===== src/rtl/frc_pkg.sv =====
package frc_pkg;
    typedef enum logic [1:0] {
        ST_IDLE     = 2'd0,
        ST_SEED     = 2'd1,
        ST_WALK     = 2'd2,
        ST_RELAUNCH = 2'd3
    } frc_state_e;
endpackage


===== src/rtl/frc_pick.sv =====
// Chooses the valid erroring stage closest to write-back (highest index).
module frc_pick #(
    parameter int NSTG = 5,
    parameter int IDW  = 3
) (
    input  logic [NSTG-1:0] err,
    input  logic [NSTG-1:0] vld,
    output logic            hit,
    output logic [IDW-1:0]  idx
);
    always_comb begin
        hit = 1'b0;
        idx = '0;
        for (int i = 0; i < NSTG; i++) begin
            if (err[i] && vld[i]) begin
                hit = 1'b1;
                idx = IDW'(i);
            end
        end
    end
endmodule


===== src/rtl/frc_killmap.sv =====
// Merges the same-cycle bubble and the two-stage flush window into kills.
module frc_killmap #(
    parameter int NSTG = 5,
    parameter int IDW  = 3
) (
    input  logic            train_on,
    input  logic [IDW-1:0]  pos,
    input  logic            bub_on,
    input  logic [IDW-1:0]  bub_idx,
    output logic [NSTG-1:0] kill
);
    for (genvar i = 0; i < NSTG; i++) begin : g_stage
        logic hit_train;
        logic hit_bub;
        assign hit_train = train_on && ((int'(pos) == i) || (int'(pos) == i + 1));
        assign hit_bub   = bub_on && (int'(bub_idx) + 1 == i);
        assign kill[i]   = hit_train || hit_bub;
    end
endmodule


===== src/rtl/flush_recovery_ctrl.sv =====
module flush_recovery_ctrl
    import frc_pkg::*;
#(
    parameter int NSTG = 5,
    parameter int PCW  = 32,
    parameter int ISZ  = 4,
    localparam int IDW = (NSTG > 1) ? $clog2(NSTG) : 1
) (
    input  logic                clk,
    input  logic                rst,
    input  logic [NSTG-1:0]     err_i,
    input  logic [NSTG-1:0]     vld_i,
    input  logic [NSTG*PCW-1:0] pc_i,
    output logic [NSTG-1:0]     kill_o,
    output logic                inject_o,
    output logic [IDW-1:0]      inject_id_o,
    output logic                restart_o,
    output logic [PCW-1:0]      restart_pc_o,
    output logic                commit_o
);
    frc_state_e     state, state_nx;
    logic [IDW-1:0] origin, origin_nx;
    logic [IDW-1:0] pos, pos_nx;
    logic [PCW-1:0] rpc, rpc_nx;

    logic           hit;
    logic [IDW-1:0] idx;
    logic           accept;
    logic           train_on;

    frc_pick #(.NSTG(NSTG), .IDW(IDW)) u_pick (
        .err (err_i),
        .vld (vld_i),
        .hit (hit),
        .idx (idx)
    );

    // Idle takes any valid error; mid-recovery only a later stage preempts.
    assign accept = hit && ((state == ST_IDLE) || (idx > origin));

    always_comb begin
        state_nx  = state;
        origin_nx = origin;
        pos_nx    = pos;
        rpc_nx    = rpc;
        if (accept) begin
            state_nx  = ST_SEED;
            origin_nx = idx;
            pos_nx    = idx;
            rpc_nx    = pc_i[idx*PCW +: PCW] + PCW'(ISZ);
        end else begin
            unique case (state)
                ST_IDLE: state_nx = ST_IDLE;
                ST_SEED, ST_WALK: begin
                    if (pos == '0) begin
                        state_nx = ST_RELAUNCH;
                    end else begin
                        state_nx = ST_WALK;
                        pos_nx   = pos - IDW'(1);
                    end
                end
                ST_RELAUNCH: state_nx = ST_IDLE;
                default: state_nx = ST_IDLE;
            endcase
        end
    end

    always_ff @(posedge clk) begin
        if (rst) begin
            state  <= ST_IDLE;
            origin <= '0;
            pos    <= '0;
            rpc    <= '0;
        end else begin
            state  <= state_nx;
            origin <= origin_nx;
            pos    <= pos_nx;
            rpc    <= rpc_nx;
        end
    end

    assign train_on = (state == ST_SEED) || (state == ST_WALK);

    frc_killmap #(.NSTG(NSTG), .IDW(IDW)) u_kill (
        .train_on (train_on),
        .pos      (pos),
        .bub_on   (accept),
        .bub_idx  (idx),
        .kill     (kill_o)
    );

    always_comb begin
        inject_o     = 1'b0;
        inject_id_o  = origin;
        restart_o    = 1'b0;
        restart_pc_o = rpc;
        unique case (state)
            ST_IDLE:     ;
            ST_SEED:     inject_o  = 1'b1;
            ST_WALK:     ;
            ST_RELAUNCH: restart_o = !accept;
            default:     ;
        endcase
    end

    assign commit_o = vld_i[NSTG-1] && !err_i[NSTG-1] && !kill_o[NSTG-1];

    // shadow injection follows acceptance by one cycle
    p_inject_follows_r2: assert property (@(posedge clk) disable iff (rst)
        accept |=> (inject_o && inject_id_o == $past(idx)));

    // the token steps down by one stage per cycle
    p_train_step_r3: assert property (@(posedge clk) disable iff (rst)
        (state == ST_WALK && pos != '0 && !accept) |=> (pos == $past(pos) - IDW'(1)));

    // while injecting, the origin stage is invalidated
    p_inject_kills_origin_r4: assert property (@(posedge clk) disable iff (rst)
        inject_o |-> kill_o[inject_id_o]);

    // the restart cycle carries no kills
    p_restart_quiet_r5: assert property (@(posedge clk) disable iff (rst)
        restart_o |-> (kill_o == '0));

    // the restart request lasts one cycle
    p_restart_single_r5: assert property (@(posedge clk) disable iff (rst)
        restart_o |=> !restart_o);

    // nothing is active in the cycle after reset
    p_reset_idle_r11: assert property (@(posedge clk)
        rst |=> (!inject_o && !restart_o));
endmodule


===== config.mk =====
export PLATFORM = sky130hd
export DESIGN_NAME = flush_recovery_ctrl
export DESIGN_NICKNAME = d
export VERILOG_FILES = /design/src/rtl/frc_pkg.sv /design/src/rtl/frc_pick.sv /design/src/rtl/frc_killmap.sv /design/src/rtl/flush_recovery_ctrl.sv
export SDC_FILE = /design/constraint.sdc
export NUM_CORES = 1
export LEC_CHECK = 0
export ABC_AREA = 1
export ABC_CLOCK_PERIOD_IN_PS = 2600
export BUFFER_PORTS_ARGS = -buffer_cell sky130_fd_sc_hd__buf_2
export CAP_MARGIN = 25
export CORE_ASPECT_RATIO = 1.75
export CORE_UTILIZATION = 48
export DETAILED_ROUTE_END_ITERATION = 8
export PLACE_DENSITY = 0.82
export SKIP_CTS_REPAIR_TIMING = 1
export SYNTH_ARGS = -nofsm -noshare
export SYNTH_HDL_FRONTEND = slang
export SYNTH_SLANG_ARGS = --single-unit

===== constraint.sdc =====
create_clock -name clk -period 2.6 [get_ports clk]
set_clock_uncertainty 0.15 [all_clocks]
set_input_delay 0 -clock clk [delete_from_list [all_inputs] [get_ports clk]]
set_output_delay 0 -clock clk [all_outputs]
set_load 0.01 [all_outputs]

==> results.sh, run 1 <==
export IMPL_finalPower_mw=2.63
export IMPL_status="finished, violations left"
export IMPL_overflow=0
export IMPL_period_share_pct=91.5
export IMPL_peakVddDrop_mv=0.419
export IMPL_htreeDepth=2
export IMPL_grt_start_max_net_pins=56
export IMPL_timing_fmax_mhz=420
export IMPL_drt_first_pass_iters=5
export IMPL_synth_cell_types=30
export IMPL_met1_usage_pct=37.3
export IMPL_hold_viol_final=2
export IMPL_netlist_area_mm2=0.00442
export IMPL_start_util_pct=49.3
export IMPL_power_leakage_nw=3.32
export IMPL_grt_total_usage_pct=34.6
export IMPL_seqCellArea_um2=801
export IMPL_die_height_um=129
export IMPL_rsz0062_at_grt="no"
export IMPL_ys_ff_latch=40
export IMPL_clock_root_buffer="clkbuf_16"
export IMPL_met2_usage_pct=62.1
export IMPL_num_antenna_cells=0
export IMPL_synthTopCellsByArea="nand2_1 (19%), dfxtp_1 (18%), nor2_1 (17%)"
export IMPL_routabilityCongestion=0.944
export IMPL_violations="hold timing"
export IMPL_top_usage_layer="met2"
export IMPL_max_cap_violations=0
export IMPL_area_delta_synth_final_pct=30.9
export IMPL_cts_sinks=40
export IMPL_grt_use_met3_pct=4.23
export IMPL_max_slew_margin_rel_pct=71.9
export IMPL_drive_gt1_share_pct=26.7
export IMPL_die_area_mm2=0.00962
export IMPL_antenna_left=0
export IMPL_cts_path_max_buffers=2
export IMPL_fill_cells=949
export IMPL_rows=46
export IMPL_finalSetupViolCount=0
export IMPL_num_vias=5909
export IMPL_vias_per_cell=5.14
export IMPL_first_iter_violations=314
export IMPL_reg2reg_slack_ns=0.34
export IMPL_final_min_clock_period_ns=2.38
export IMPL_multi_input_area_mm2=0.00297
export IMPL_crit_arrival_ns=2.23
export IMPL_yosysSeqAreaShare_pct=18.1
export IMPL_grt_pass1_vias=5437
export IMPL_critical_path_class="flop to output pin"
export IMPL_portBuffers=214
export IMPL_synthCells=822
export IMPL_powerDensity_mw_per_mm2=454
export IMPL_cp_max_fo=11
export IMPL_hold_path_class="primary input to flop"
export IMPL_wl_mm=16.4
export IMPL_syn_nets=1004
export IMPL_startpoint_type="flop"
export IMPL_core_area_mm2=0.00898
export IMPL_end_kind="output pin"
export IMPL_grt_pass1_wl_mm=25.3
export IMPL_synth_warnings=0
export IMPL_pin_count=215
export IMPL_clkTransAtPathRegs_ns=0.06
export IMPL_required_ns=2.45
export IMPL_synth_top_area_share_pct=18.6
export IMPL_numCtsBuffers=5
export IMPL_drc=0
export IMPL_hpwl_mm=13.5
export IMPL_synth_top_area_cell="nand2_1"
export IMPL_drv_slew=0
export IMPL_clkLatencyLatePin_ns=0.29
export IMPL_cts_tree="yes"
export IMPL_antenna_found_initial=0
export IMPL_hold_slack_ns=-0.0240
export IMPL_worst_slew_pin_slew_ns=0.422
export IMPL_die_w_um=74.6
export IMPL_wl_per_cell_um=14.2
export IMPL_final_nets=1212
export IMPL_syn_area_per_cell_um2=5.38
export IMPL_tns_ns=0
[path summary, 6_finish.rpt]
kind                    from  cells past startpoint         endpoint
max           inject_id_o[0]                     12         commit_o
min                  pc_i[1]                      5  restart_pc_o[1]
max reg2reg   inject_id_o[0]                     13  restart_pc_o[4]
min reg2reg  restart_pc_o[1]                      2  restart_pc_o[1]
[layout make-up]
cell class | count | share of cell area (%)
multi-input cells | 639 | 51.2
repair buffers | 240 | 23.3
flip-flops and latches | 40 | 13.8
inverters | 104 | 6.74
well taps | 120 | 2.59
clock buffers | 6 | 2.23
clock inverters | 1 | 0.0864
[stage by stage]
step | instances | util [%] | worst slack (ns) | area, µm² | hold WS [ns]
2_1_floorplan | 822 | - | 0.454 | 4420 | -0.0997
3_3_place_gp | 1140 | 62.7 | 0.311 | 5630 | 0.141
3_5_place_dp | 1140 | 62.7 | 0.230 | 5630 | 0.139
4_1_cts | 1147 | 64.2 | 0.235 | 5760 | -0.126
5_1_grt | 1150 | 64.5 | 0.0496 | 5790 | 0.00717
6_report | 1150 | 64.5 | 0.220 | 5790 | -0.0240
[routing by layer]
metal | routed length, µm | vias to the layer above | part of all wire, %
li1 | - | 2980 | -
met3 | 883 | 66 | 5.4
met1 | 5960 | 2597 | 36
met5 | 0 | - | 0
met4 | 996 | 0 | 6.1
met2 | 8520 | 266 | 52
[critical path, cell delays in order (launching register included)]
cell      delay (ns)
dfxtp_1         0.42
ha_1            0.28
o21ai_0         0.17
nand2_1         0.07
o311ai_1        0.06
o21ai_0         0.13
nand2_1         0.08
nand2_1         0.07
inv_2           0.19
nand3_1         0.09
o21ai_0         0.15
nor3b_1         0.08
buf_2           0.15
[report_power, final]
part	internal, mW	total, mW	switching [mW]	leakage (nW)
Combinational	0.494	1.25	0.758	2.92
Sequential	0.716	0.780	0.0638	0.332
Clock	0.349	0.596	0.247	0.0667
Total	1.56	2.63	1.07	3.32
[cell usage after synthesis]
master / number
xor2_1: 6
a21oi_1: 19
ha_1: 10
inv_2: 5
nand4_1: 34
buf_2: 16
o21ai_0: 27
nand2_2: 11
inv_1: 99
nand3_2: 1
o211ai_1: 3
buf_6: 9
nand2_1: 219
a21oi_2: 3
o311ai_1: 1
clkbuf_1: 6
nor3b_1: 1
a31oi_1: 3
nor3_1: 2
nand2_4: 1
nor2_1: 200
nand3b_1: 25
o21ai_1: 2
nor2_4: 1
dfxtp_1: 40
nor2_2: 10
a41oi_1: 1
buf_4: 8
nand3_1: 55
xnor2_1: 4
[flip-flops by register name, indices dropped and copies added (netlist names)]
register / count
inject_id_o: 3
pos: 3
restart_pc_o: 32
state: 2
[layout by cell type, fill, tap and decap left out, drive strengths merged]
cell type	count
xor2	6
o21ai	29
a21oi	22
nand3b	25
ha	10
xnor2	4
nand3	56
o311ai	1
nand2	231
o211ai	3
dlygate4sd3	3
nor2	211
dfxtp	40
clkinv	1
clkbuf	6
nor3	2
inv	104
a31oi	3
nor3b	1
buf	237
nand4	34
a41oi	1
[logic make-up (layout without fill, tap and decap cells)]
logic type	Yosys count	count (layout)	share of synthesized area [%]
compound gates	59	59	7.36
xor+xnor	10	10	1.98
buf+inv	143	351	14.8
fa+ha+maj	10	10	2.83
flops	40	40	18.1
simple gates	560	560	54.9
Power figures use the tool's default switching activity.
==> run 2, diff against run 1 <==
- ABC_CLOCK_PERIOD_IN_PS: 2600 -> 2300
- CORE_MARGIN: default -> 10
- clock period: 2.6 -> 2.3 ns (I/O delays scaled with it)
==> results.sh, run 2 (synthesis results as in run 1) <==
export IMPL_status="finished, violations left"
export IMPL_violations="hold timing"
export IMPL_cts_tree="yes"
export IMPL_grt_start_max_net_pins=52
export IMPL_first_iter_violations=397
export IMPL_drv_slew=0
export IMPL_hold_path_depth=6
export IMPL_powerDensity_mw_per_mm2=505
export IMPL_vias_per_cell=5.13
export IMPL_largest_register_ffs=32
export IMPL_start_util_pct=48.9
export IMPL_critical_path_class="flop to output pin"
export IMPL_antenna_found_initial=2
export IMPL_pin_count=215
export IMPL_crit_arrival_ns=2.03
export IMPL_clkLatencyLatePin_ns=0.29
export IMPL_drc=0
export IMPL_fill_cells=900
export IMPL_hold_path_class="primary input to flop"
export IMPL_antenna_left=0
export IMPL_finalPower_mw=3.12
export IMPL_final_common_cell="nand2_1"
export IMPL_area_delta_synth_final_pct=39.6
export IMPL_grt_total_usage_pct=25.9
export IMPL_grt_pass1_vias=5944
export IMPL_die_height_um=147
export IMPL_max_cap_violations=0
export IMPL_cts_path_max_buffers=2
export IMPL_wl_per_cell_um=15.4
export IMPL_hold_slack_ns=-0.0346
export IMPL_max_slew_margin_rel_pct=68.0
export IMPL_die_w_um=92.6
export IMPL_finalSetupViolCount=0
export IMPL_clkTransAtPathRegs_ns=0.07
export IMPL_period_share_pct=94.7
export IMPL_worst_slew_pin_slew_ns=0.474
export IMPL_grt_pass1_wl_mm=28.9
export IMPL_hold_viol_final=6
export IMPL_power_leakage_nw=3.54
export IMPL_startpoint_type="flop"
export IMPL_reg2reg_slack_ns=0.25
export IMPL_die_area_mm2=0.0136
export IMPL_final_min_clock_period_ns=2.18
export IMPL_rsz0062_at_grt="yes"
export IMPL_drt_first_pass_iters=7
export IMPL_numCtsBuffers=5
export IMPL_final_nets=1253
export IMPL_multi_input_area_mm2=0.00299
export IMPL_setup_ws_ns=0.121
export IMPL_rows=46
export IMPL_instances_no_fill=1193
export IMPL_cts_sinks=40
export IMPL_drive_gt1_share_pct=30.3
export IMPL_end_kind="output pin"
export IMPL_htreeDepth=2
export IMPL_placed_cells=1179
export IMPL_core_area_mm2=0.00904
export IMPL_seqCellArea_um2=802
export IMPL_cp_max_fo=5
export IMPL_overflow=0
export IMPL_final_cell_mix="nand2_1 (219), buf_2 (214), nor2_1 (198), inv_1 (99)"
export IMPL_peakVddDrop_mv=0.435
export IMPL_routabilityCongestion=0.987
export IMPL_dpl_cell_area_mm2=0.00596
export IMPL_rr_worst_depth=14
export IMPL_num_vias=6117
export IMPL_required_ns=2.15
export IMPL_portBuffers=214
export IMPL_post_route_cell_area_mm2=0.00617
export IMPL_place_ws_ns=-0.0531
export IMPL_clock_root_buffer="clkbuf_16"
export IMPL_wl_mm=18.3
export IMPL_timing_fmax_mhz=459
export IMPL_hpwl_mm=15.4
[run 2: cell count changes in the layout (fill, tap and decap cells not counted), sizes merged]
cell,change
buf,+42
clkbuf,-1
clkinvlp,+1
diode,+2
dlygate4sd3,-1
[run 2: layer usage]
layer / vias up / wire length (µm) / global-route usage (%)
li1: 3067 / - / -
met1: 2674 / 6620 / 26.5
met2: 312 / 9460 / 47.1
met3: 64 / 1260 / 5.36
met4: 0 / 971 / 14.0
met5: - / 0 / 0
[run 2: per-stage QoR]
stage / TNS (ns) / utilization, %
after detailed placement: -0.136 / 65.9
after global routing: -0.0710 / 68.3
after global placement: -0.0427 / 65.9
final: 0 / 68.3
after CTS: -0.0921 / 67.5
after floorplan: 0 / -
[run 2: final timing paths]
check	to	from
worst min register to register	restart_pc_o[0]	restart_pc_o[0]
worst max register to register	pos[2]	inject_id_o[0]
worst max-delay path	commit_o	inject_id_o[0]
worst min-delay path	restart_pc_o[16]	pc_i[144]
[run 2: final cells by class]
class	count	share of cell area (%)
Antenna cell	2	0.0811
Sequential cell	40	13.0
Multi-Input combinational cell	639	48.5
Tap cell	120	2.43
Timing Repair Buffer	281	27.5
Inverter	104	6.32
Clock buffer	5	2.03
Clock inverter	2	0.203
[run 2: critical path, stage by stage, from the launching register on]
cell and delay (ns):
dfxtp_2 0.35, ha_4 0.27, o21ai_1 0.05, nand2_1 0.07, o311ai_1 0.09, o21ai_1 0.09
nand2_1 0.06, nand2_1 0.09, inv_2 0.08, buf_6 0.13, nand3_1 0.07, o21ai_2 0.07
nor3b_2 0.17, buf_2 0.15
[run 2: report_power, final]
part | switching [mW] | total (mW) | leakage (nW) | internal [mW]
combinational | 0.893 | 1.54 | 3.14 | 0.651
sequential | 0.0708 | 0.880 | 0.333 | 0.809
clock | 0.299 | 0.693 | 0.0657 | 0.394
total | 1.26 | 3.12 | 3.54 | 1.85
